### src/rtl/erase_walker_pkg.sv
package erase_walker_pkg;

  typedef enum logic [1:0] {
    ST_OK    = 2'd0,
    ST_INVAL = 2'd1,
    ST_IOERR = 2'd2
  } walkStatus_t;

  typedef struct packed {
    logic load;
    logic step;
  } walkStrobe_t;

endpackage

### src/rtl/erase_walker_dp.sv
module erase_walker_dp
  import erase_walker_pkg::*;
#(
  parameter int ADDR_W   = 32,
  parameter int LOG_BLK0 = 14,
  parameter int CNT0     = 8,
  parameter int LOG_BLK1 = 17,
  parameter int CNT1     = 31
) (
  input  logic              clk,
  input  logic              rstN,
  input  walkStrobe_t       strb,
  input  logic [ADDR_W-1:0] reqAddr,
  input  logic [ADDR_W-1:0] reqLen,
  output logic              reqZero,
  output logic              reqLegal,
  output logic              lastBlk,
  output logic [ADDR_W-1:0] curAddr
);
  localparam int WA = ADDR_W + 1;
  localparam logic [WA-1:0] BLK0 = WA'(1) << LOG_BLK0;
  localparam logic [WA-1:0] BLK1 = WA'(1) << LOG_BLK1;
  localparam logic [WA-1:0] HI_BASE = WA'(CNT0) << LOG_BLK0;
  localparam logic [WA-1:0] DEV_SIZE = HI_BASE + (WA'(CNT1) << LOG_BLK1);

  logic [WA-1:0] startExt, endExt, startMask, endMask;
  logic          startHi, endHi;
  logic [WA-1:0] addrQ, remQ, stepSize, nextAddr;
  logic          inHi;

  // request screening, purely from the incoming request
  always_comb begin
    startExt  = {1'b0, reqAddr};
    endExt    = startExt + {1'b0, reqLen};
    startHi   = startExt >= HI_BASE;
    endHi     = endExt >= HI_BASE;
    startMask = startHi ? BLK1 - WA'(1) : BLK0 - WA'(1);
    endMask   = endHi ? BLK1 - WA'(1) : BLK0 - WA'(1);
    reqZero   = (reqLen == '0);
    reqLegal  = (startExt < DEV_SIZE) && (endExt <= DEV_SIZE) &&
                ((startExt & startMask) == '0) && ((endExt & endMask) == '0);
  end

  // walk state
  always_comb begin
    stepSize = inHi ? BLK1 : BLK0;
    nextAddr = addrQ + stepSize;
    lastBlk  = (remQ == stepSize);
    curAddr  = addrQ[ADDR_W-1:0];
  end

  always_ff @(posedge clk or negedge rstN) begin
    if (!rstN) begin
      addrQ <= '0;
      remQ  <= '0;
      inHi  <= 1'b0;
    end else if (strb.load) begin
      addrQ <= startExt;
      remQ  <= {1'b0, reqLen};
      inHi  <= startHi;
    end else if (strb.step) begin
      addrQ <= nextAddr;
      remQ  <= remQ - stepSize;
      if (nextAddr == HI_BASE) inHi <= 1'b1;
    end
  end

  // once in the upper region a walk never drops back to small steps
  a_r1_region_monotonic: assert property (@(posedge clk) disable iff (!rstN)
    $fell(inHi) |-> $past(strb.load));

endmodule

### src/rtl/erase_walker_ctrl.sv
module erase_walker_ctrl
  import erase_walker_pkg::*;
(
  input  logic        clk,
  input  logic        rstN,
  input  logic        reqStart,
  input  logic        reqZero,
  input  logic        reqLegal,
  input  logic        lastBlk,
  input  logic        eraseAck,
  input  logic        eraseFail,
  output walkStrobe_t strb,
  output logic        eraseReq,
  output logic        done,
  output logic [1:0]  status
);
  typedef enum logic {S_IDLE, S_WALK} walkState_t;
  walkState_t st;

  always_comb begin
    strb      = '0;
    strb.load = (st == S_IDLE) && reqStart && !reqZero && reqLegal;
    strb.step = (st == S_WALK) && eraseAck && !eraseFail && !lastBlk;
    eraseReq  = (st == S_WALK);
  end

  always_ff @(posedge clk or negedge rstN) begin
    if (!rstN) begin
      st     <= S_IDLE;
      done   <= 1'b0;
      status <= ST_OK;
    end else begin
      done <= 1'b0;
      case (st)
        S_IDLE: if (reqStart) begin
          if (reqZero) begin
            done   <= 1'b1;
            status <= ST_OK;
          end else if (!reqLegal) begin
            done   <= 1'b1;
            status <= ST_INVAL;
          end else begin
            st <= S_WALK;
          end
        end
        S_WALK: if (eraseAck) begin
          if (eraseFail) begin
            st     <= S_IDLE;
            done   <= 1'b1;
            status <= ST_IOERR;
          end else if (lastBlk) begin
            st     <= S_IDLE;
            done   <= 1'b1;
            status <= ST_OK;
          end
        end
        default: st <= S_IDLE;
      endcase
    end
  end

  a_r8_fail_stops: assert property (@(posedge clk) disable iff (!rstN)
    eraseReq && eraseAck && eraseFail |=> !eraseReq && done && status == ST_IOERR);

  a_r2_inval_quiet: assert property (@(posedge clk) disable iff (!rstN)
    done && status == ST_INVAL |-> !$past(eraseReq));

  a_r5_zero_len: assert property (@(posedge clk) disable iff (!rstN)
    reqStart && !eraseReq && reqZero |=> done && status == ST_OK && !eraseReq);

  a_r10_start_ignored: assert property (@(posedge clk) disable iff (!rstN)
    reqStart && eraseReq && !eraseAck |=> eraseReq);

endmodule

### src/rtl/erase_walker.sv
module erase_walker
  import erase_walker_pkg::*;
#(
  parameter int ADDR_W   = 32,
  parameter int LOG_BLK0 = 14,
  parameter int CNT0     = 8,
  parameter int LOG_BLK1 = 17,
  parameter int CNT1     = 31
) (
  input  logic              clk,
  input  logic              rstN,
  input  logic              reqStart,
  input  logic [ADDR_W-1:0] reqAddr,
  input  logic [ADDR_W-1:0] reqLen,
  output logic              eraseReq,
  output logic [ADDR_W-1:0] eraseAddr,
  input  logic              eraseAck,
  input  logic              eraseFail,
  output logic              done,
  output logic [1:0]        status
);
  localparam int WA = ADDR_W + 1;
  localparam logic [WA-1:0] HI_BASE = WA'(CNT0) << LOG_BLK0;
  localparam logic [WA-1:0] DEV_SIZE = HI_BASE + (WA'(CNT1) << LOG_BLK1);

  walkStrobe_t strb;
  logic        reqZero, reqLegal, lastBlk;

  erase_walker_dp #(
    .ADDR_W(ADDR_W), .LOG_BLK0(LOG_BLK0), .CNT0(CNT0),
    .LOG_BLK1(LOG_BLK1), .CNT1(CNT1)
  ) u_dp (
    .clk(clk), .rstN(rstN), .strb(strb),
    .reqAddr(reqAddr), .reqLen(reqLen),
    .reqZero(reqZero), .reqLegal(reqLegal), .lastBlk(lastBlk),
    .curAddr(eraseAddr)
  );

  erase_walker_ctrl u_ctrl (
    .clk(clk), .rstN(rstN), .reqStart(reqStart),
    .reqZero(reqZero), .reqLegal(reqLegal), .lastBlk(lastBlk),
    .eraseAck(eraseAck), .eraseFail(eraseFail),
    .strb(strb), .eraseReq(eraseReq), .done(done), .status(status)
  );

  logic [WA-1:0] addrExt, addrMask;
  always_comb begin
    addrExt  = {1'b0, eraseAddr};
    addrMask = (addrExt >= HI_BASE) ? ((WA'(1) << LOG_BLK1) - WA'(1))
                                    : ((WA'(1) << LOG_BLK0) - WA'(1));
  end

  a_r7_hold: assert property (@(posedge clk) disable iff (!rstN)
    eraseReq && !eraseAck |=> eraseReq && $stable(eraseAddr));

  a_r6_aligned_in_range: assert property (@(posedge clk) disable iff (!rstN)
    eraseReq |-> (addrExt < DEV_SIZE) && ((addrExt & addrMask) == '0));

endmodule

### config.mk
export PLATFORM = sky130hd
export DESIGN_NAME = erase_walker
export DESIGN_NICKNAME = d
export VERILOG_FILES = /design/src/rtl/erase_walker_pkg.sv /design/src/rtl/erase_walker_dp.sv /design/src/rtl/erase_walker_ctrl.sv /design/src/rtl/erase_walker.sv
export SDC_FILE = /design/constraint.sdc
export NUM_CORES = 1
export LEC_CHECK = 0
export BUFFER_PORTS_ARGS = -buffer_cell sky130_fd_sc_hd__buf_2
export CORE_ASPECT_RATIO = 0.9
export CORE_MARGIN = 4
export CORE_UTILIZATION = 55
export CTS_CLUSTER_DIAMETER = 120
export DETAILED_ROUTE_END_ITERATION = 8
export PLACE_DENSITY = 0.82
export SYNTH_ARGS = -nofsm -noshare
export SYNTH_HDL_FRONTEND = slang
export SYNTH_SLANG_ARGS = --single-unit
### constraint.sdc
create_clock -name clk -period 6.19 [get_ports clk]
set_input_delay 0.3095 -clock clk [delete_from_list [all_inputs] [get_ports clk]]
set_output_delay 0.3095 -clock clk [all_outputs]
set_load 0.05 [all_outputs]
==> results of run 1 <==
## cell usage after synthesis (13+ instances only)
cell type,instances
a21oi_1,41
and2_1,20
and3_1,16
buf_4,32
clkbuf_1,17
dfrtp_1,71
ha_1,38
inv_1,17
mux2_2,40
nand2_1,63
nand3_1,28
nand4_1,13
nor2_1,45
nor3_1,26
nor4_1,31
o21ai_0,25
xnor2_1,23
xor2_1,22
## routing by layer
layer | vias up | global-route usage | wire [um]
met2 | 254 | 0.461 | 8410
met3 | 30 | 0.0303 | 1010
li1 | 2767 | - | -
met1 | 2819 | 0.349 | 7670
met4 | 0 | 0.0670 | 324
met5 | - | 0 | 0
## through the flow
step / util / cells / power (mW) / cell area [um2] / hold WS, ns
6_report: 0.626 / 929 / 1.27 / 6830 / 0.171
5_1_grt: 0.626 / 929 / 1.32 / 6830 / 0.262
4_1_cts: 0.626 / 929 / 1.26 / 6830 / 0.226
3_5_place_dp: 0.599 / 913 / 0.753 / 6530 / 0.494
3_3_place_gp: 0.599 / 913 / 0.751 / 6530 / 0.489
2_1_floorplan: - / 713 / 0.657 / 6160 / 0.0139
## logic make-up (layout without fill, tap and decap cells)
kind of cell / Yosys count / in the layout / synth area share
compound gates: 159 / 159 / 0.184
fa+ha+maj: 39 / 39 / 0.0804
simple gates: 280 / 280 / 0.236
buf+inv: 76 / 140 / 0.0697
mux: 43 / 43 / 0.0780
flops: 71 / 71 / 0.288
xor+xnor: 45 / 45 / 0.0640
## state kept, by name, indices dropped and copies added, names as in the netlist
name             flops
u_ctrl.status        2
u_ctrl.eraseReq      1
u_dp.remQ           33
u_dp.addrQ          33
u_dp.inHi            1
u_ctrl.done          1
## final timing paths
check	endpoint	slack [ns]	cells past startpoint
min in group clk	u_dp.remQ[0]	0.25	2
hold reg to reg	u_dp.addrQ[4]	0.50	1
setup / recovery	u_dp.addrQ[29]	2.12	13
hold / removal	u_dp.addrQ[30]	0.17	2
max in group asynchronous	u_dp.addrQ[21]	5.43	2
setup reg to reg	u_dp.remQ[30]	2.38	11
## power by group through the flow
stage | sequential (mW) | clock, mW | combinational, mW
after floorplan | 0.474 | 0 | 0.182
after global placement | 0.473 | 0 | 0.278
after detailed placement | 0.473 | 0 | 0.280
after CTS | 0.465 | 0.518 | 0.282
after global routing | 0.464 | 0.540 | 0.314
final | 0.465 | 0.517 | 0.289
## area by class of cell
class	instances	area [um2]
Multi-Input combinational cell	566	3960
Fill cell	917	4070
Clock buffer	10	229
Inverter	17	63.8
Sequential cell	71	1780
Clock inverter	6	71.3
Timing Repair Buffer	107	543
Tap cell	152	190
## worst max-delay path, cell delays in order
cell and delay [ns]:
buf_2 0.12, ha_1 0.22, fa_1 0.41, a21oi_1 0.29, o211ai_2 0.20, a21boi_2 0.26, o31ai_1 0.10, o21ai_0 0.20
xnor2_1 0.08, or4_1 0.57, or4b_2 0.66, buf_4 0.35, a311o_1 0.42
==> out/results.ini, run 1 <==
[sta]
max_slew.worst_pin.slew_ns=0.892
post-route-period-util=0.657
max_freq_mhz=246
fin_ws_ns=2.12
drv_slew=0
hold_viol_final=0
period_needed_ns=4.07
finalSetupTns_ns=0
rsz0062_at_grt=false
relSlewSlack=0.405
skew_ns=0.00481
setup_viol_count_final=0

[pwr]
ir_drop_v=0.0000968
pwr-share-comb=0.227
switching_share=0.304
p_per_area_nw_per_um2=186
p_int_uw=884
seqPwrFrac=0.366
power.leakage_nw=3.29
power.switching_uw=386
pwr-share-clk=0.407

[routing]
wl_per_cell_um=18.7
route.detailed.drc=0
drtIter0Drc=541
ant_nets=0
vias=5870
wl_um=17400
first_pass_iters=6
via_per_inst=6.32

[clock_network]
cts_tree=yes
clk_latency_ns=0.33
cts.hold.buffers_added=0
cts_made_buffers=9
cts_buffer_depth=2
htree_num_levels=3
ctsResizeCount=0
clkTransAtPathRegs_ns=0.06
post-cts-setup-buffer-count=0
clock_sinks=71
root_buffer=clkbuf_16

[place]
portBuffers=104
dpl_worst_slack_ns=1.89
gp_congestion=0.911
place_hpwl_um=13300

[setup_path]
reg2reg_from=u_dp.inHi
startpoint_type=input port
worstPathArrival_ns=4.28
critical_path_class=in2reg
critical_path.max_fanout=68
cp_data_required_time_ns=6.40
startpoint=reqLen[0]
cp-end-kind=flip-flop

[logic_synthesis]
ys.flop_type=dfrtp_1
synth_top_area_frac=0.288
synth-seq-cells=71
synth_edf_count=0
synth_area_leaders=dfrtp_1, ha_1, mux2_2
syn_inst=713
avgSynthCellArea_um2=8.64
synth.yosys.seq_area_share=0.288
syn_area_um2=6160
ys_warn_count=0
synth.distinct_cells=73
yosysTopAreaCell=dfrtp_1
syn-num-nets=821
async_flop_share=1.00

[layout]
syn_to_final_growth_pct=10.8
drive_gt1_frac=0.228
final_cell_mix=buf_2, dfrtp_1, nand2_1
final_common_cell=buf_2
antenna_cells=0
final_nets=880

[run_status]
outcome=finished, final reports clean

[floorplan]
die_y_um=108
coreArea_um2=10900
initial_core_util=0.565
design.die.area_um2=13000
fp.dieW_um=120
rows=36
io_pins=105

[grt]
grt_max_degree=72
grt_overflow=0
grt_pass1_vias=5623
grt_pass1_wl_um=28000
gr-usage-all-layers=0.263
antenna_found_initial=0

[job]
drv_cap=0

[worst_hold_path]
hp-class=in2async

Note: power is estimated with default switching activity, not from simulation.
==> run 2, diff against run 1 <==
clock period = 3.9 ns   (was 6.19 ns; I/O delays follow)
==> out/results.ini, run 2 (synthesis results as in run 1) <==
[run_status]
outcome=finished, final reports clean  ; unchanged

[floorplan]
initial_core_util=0.565  ; unchanged
rows=36  ; unchanged
die_y_um=108  ; unchanged
design.die.area_um2=13000  ; unchanged
fp.dieW_um=120  ; unchanged
coreArea_um2=10900  ; unchanged
io_pins=105  ; unchanged

[clock_network]
root_buffer=clkbuf_16  ; unchanged
cts_tree=yes  ; unchanged
clock_sinks=71  ; unchanged
cts_made_buffers=9  ; unchanged
post-cts-setup-buffer-count=0  ; unchanged
htree_num_levels=3  ; unchanged
ctsResizeCount=0  ; unchanged
cts.hold.buffers_added=1  ; was 0
cts_buffer_depth=2  ; unchanged
clkTransAtPathRegs_ns=0.06  ; about the same
clk_latency_ns=0.33  ; about the same

[pwr]
pwr-share-comb=0.239  ; was 0.227
p_int_mw=1.51  ; was 884 uW
ir_drop_v=0.000200  ; was 0.0000968 V
p_per_area_nw_per_um2=296  ; was 186 nW/um2
pwr-share-clk=0.414  ; was 0.407
power.leakage_nw=3.52  ; was 3.29 nW
seqPwrFrac=0.347  ; was 0.366
totalPowerFinal_mw=2.13  ; was 1.27 mW
power.switching_uw=614  ; was 386 uW
switching_share=0.289  ; was 0.304

[grt]
grt_max_degree=62  ; was 72
grt_overflow=0  ; unchanged
gr-usage-all-layers=0.275  ; was 0.263
antenna_found_initial=0  ; unchanged
grt_pass1_vias=5835  ; was 5,623
grt_pass1_wl_um=29000  ; was 28,000 um

[sta]
drv_slew=0  ; unchanged
post-route-period-util=0.939
relSlewSlack=0.258  ; was 0.405
hold_viol_final=0  ; unchanged
setup_viol_count_final=0  ; unchanged
hold_ws_ns=0.154  ; was 0.171 ns
max_freq_mhz=273
rsz0062_at_grt=false  ; unchanged
period_needed_ns=3.66
max_slew.worst_pin.slew_ns=1.11  ; was 0.892 ns
skew_ns=0.00590  ; was 0.00481 ns

[routing]
wl_um=17900  ; was 17,400 um
first_pass_iters=6  ; unchanged
vias=6070  ; was 5,870
ant_nets=0  ; unchanged
drtIter0Drc=622  ; was 541
wl_per_cell_um=18.4  ; was 18.7 um
via_per_inst=6.24  ; was 6.32
route.detailed.drc=0  ; unchanged

[layout]
instances_no_fill=972  ; was 929
fin_area_um2=7190  ; was 6830 um2
final_nets=923  ; was 880
drive_gt1_frac=0.267  ; was 0.228
final_util=0.660  ; was 0.626
reg_top3=u_dp.addrQ (33), u_dp.remQ (33), u_ctrl.status (2)  ; unchanged
antenna_cells=0  ; unchanged
final_common_cell=buf_2  ; unchanged
syn_to_final_growth_pct=16.7  ; was 10.8%
final_cell_mix=buf_2, dfrtp_1, nand2_1  ; unchanged

[worst_hold_path]
holdPathStages=2
hp-class=in2reg  ; was in2async

[setup_path]
worstPathArrival_ns=3.87  ; was 4.28 ns
cp_data_required_time_ns=4.11  ; was 6.40 ns
reg2regPathDepth=12  ; was 11
startpoint_type=input port  ; unchanged
critical_path.max_fanout=61  ; was 68
cp-end-kind=flip-flop  ; unchanged
critical_path_class=in2reg  ; unchanged
regToRegSetupSlack_ns=0.65  ; was 2.38 ns

[place]
portBuffers=104  ; unchanged
placed_cells=955  ; was 913
place_hpwl_um=13900  ; was 13,300 um
gp_congestion=0.934  ; was 0.911
dpl_cell_area_um2=6860  ; was 6530 um2

[job]
drv_cap=0  ; unchanged

[run 2: changes by cell type in the layout (fill, tap and decap cells not counted), sizes merged]
cell         change
inv              +1
clkinv           -1
buf             +42
clkinvlp         -1
dlygate4sd3      +1
bufinv           +1
[run 2: metrics by stage]
step                setup slack [ns]  TNS [ns]
finish                         0.236         0
global route                  0.0714         0
CTS                            0.282         0
detailed placement           -0.0586     -1.13
global placement            0.000528         0
floorplan                      0.310         0
[run 2: power by group through the flow]
stage | registers (mW) | logic (mW) | clock network (mW)
floorplan | 0.753 | 0.289 | 0
global placement | 0.751 | 0.496 | 0
detailed placement | 0.751 | 0.498 | 0
CTS | 0.737 | 0.501 | 0.893
global route | 0.737 | 0.556 | 0.928
finish | 0.738 | 0.509 | 0.880
[run 2: per-layer routing]
layer / track usage / up-vias / wire length (um) / part of all wire
li1: - / 2856 / - / -
met1: 0.356 / 2918 / 7610 / 0.43
met2: 0.478 / 261 / 8690 / 0.49
met3: 0.0460 / 35 / 1190 / 0.067
met4: 0.0760 / 0 / 378 / 0.021
met5: 0 / - / 0 / 0
[run 2: worst paths after layout]
check | startpoint | to
worst min-delay path | reqLen[21] | u_dp.remQ[21]
worst max-delay path | reqAddr[0] | u_dp.addrQ[25]
worst max register to register | u_dp.inHi | u_dp.remQ[31]
max in group asynchronous | rstN | u_ctrl.status[1]
worst min register to register | u_dp.addrQ[5] | u_dp.addrQ[5]
min in group asynchronous | rstN | u_dp.addrQ[29]
[run 2: layout make-up]
cell class                 count  area [um2]
tap                          152         190
fill                         884        3710
timing repair buffer         150         881
sequential                    71        1780
clock buffer                  10         229
inverter                      17        63.8
multi-input combinational    566        3960
clock inverter                 6        93.8
[run 2: worst max-delay path: stages]
cell,delay (ns)
buf_2,0.11
ha_1,0.23
fa_1,0.39
a21oi_1,0.27
o211ai_2,0.18
a21boi_2,0.21
o31ai_1,0.09
o21ai_0,0.23
xnor2_1,0.09
or4_1,0.56
or4b_2,0.70
buf_12,0.24
a311o_1,0.35
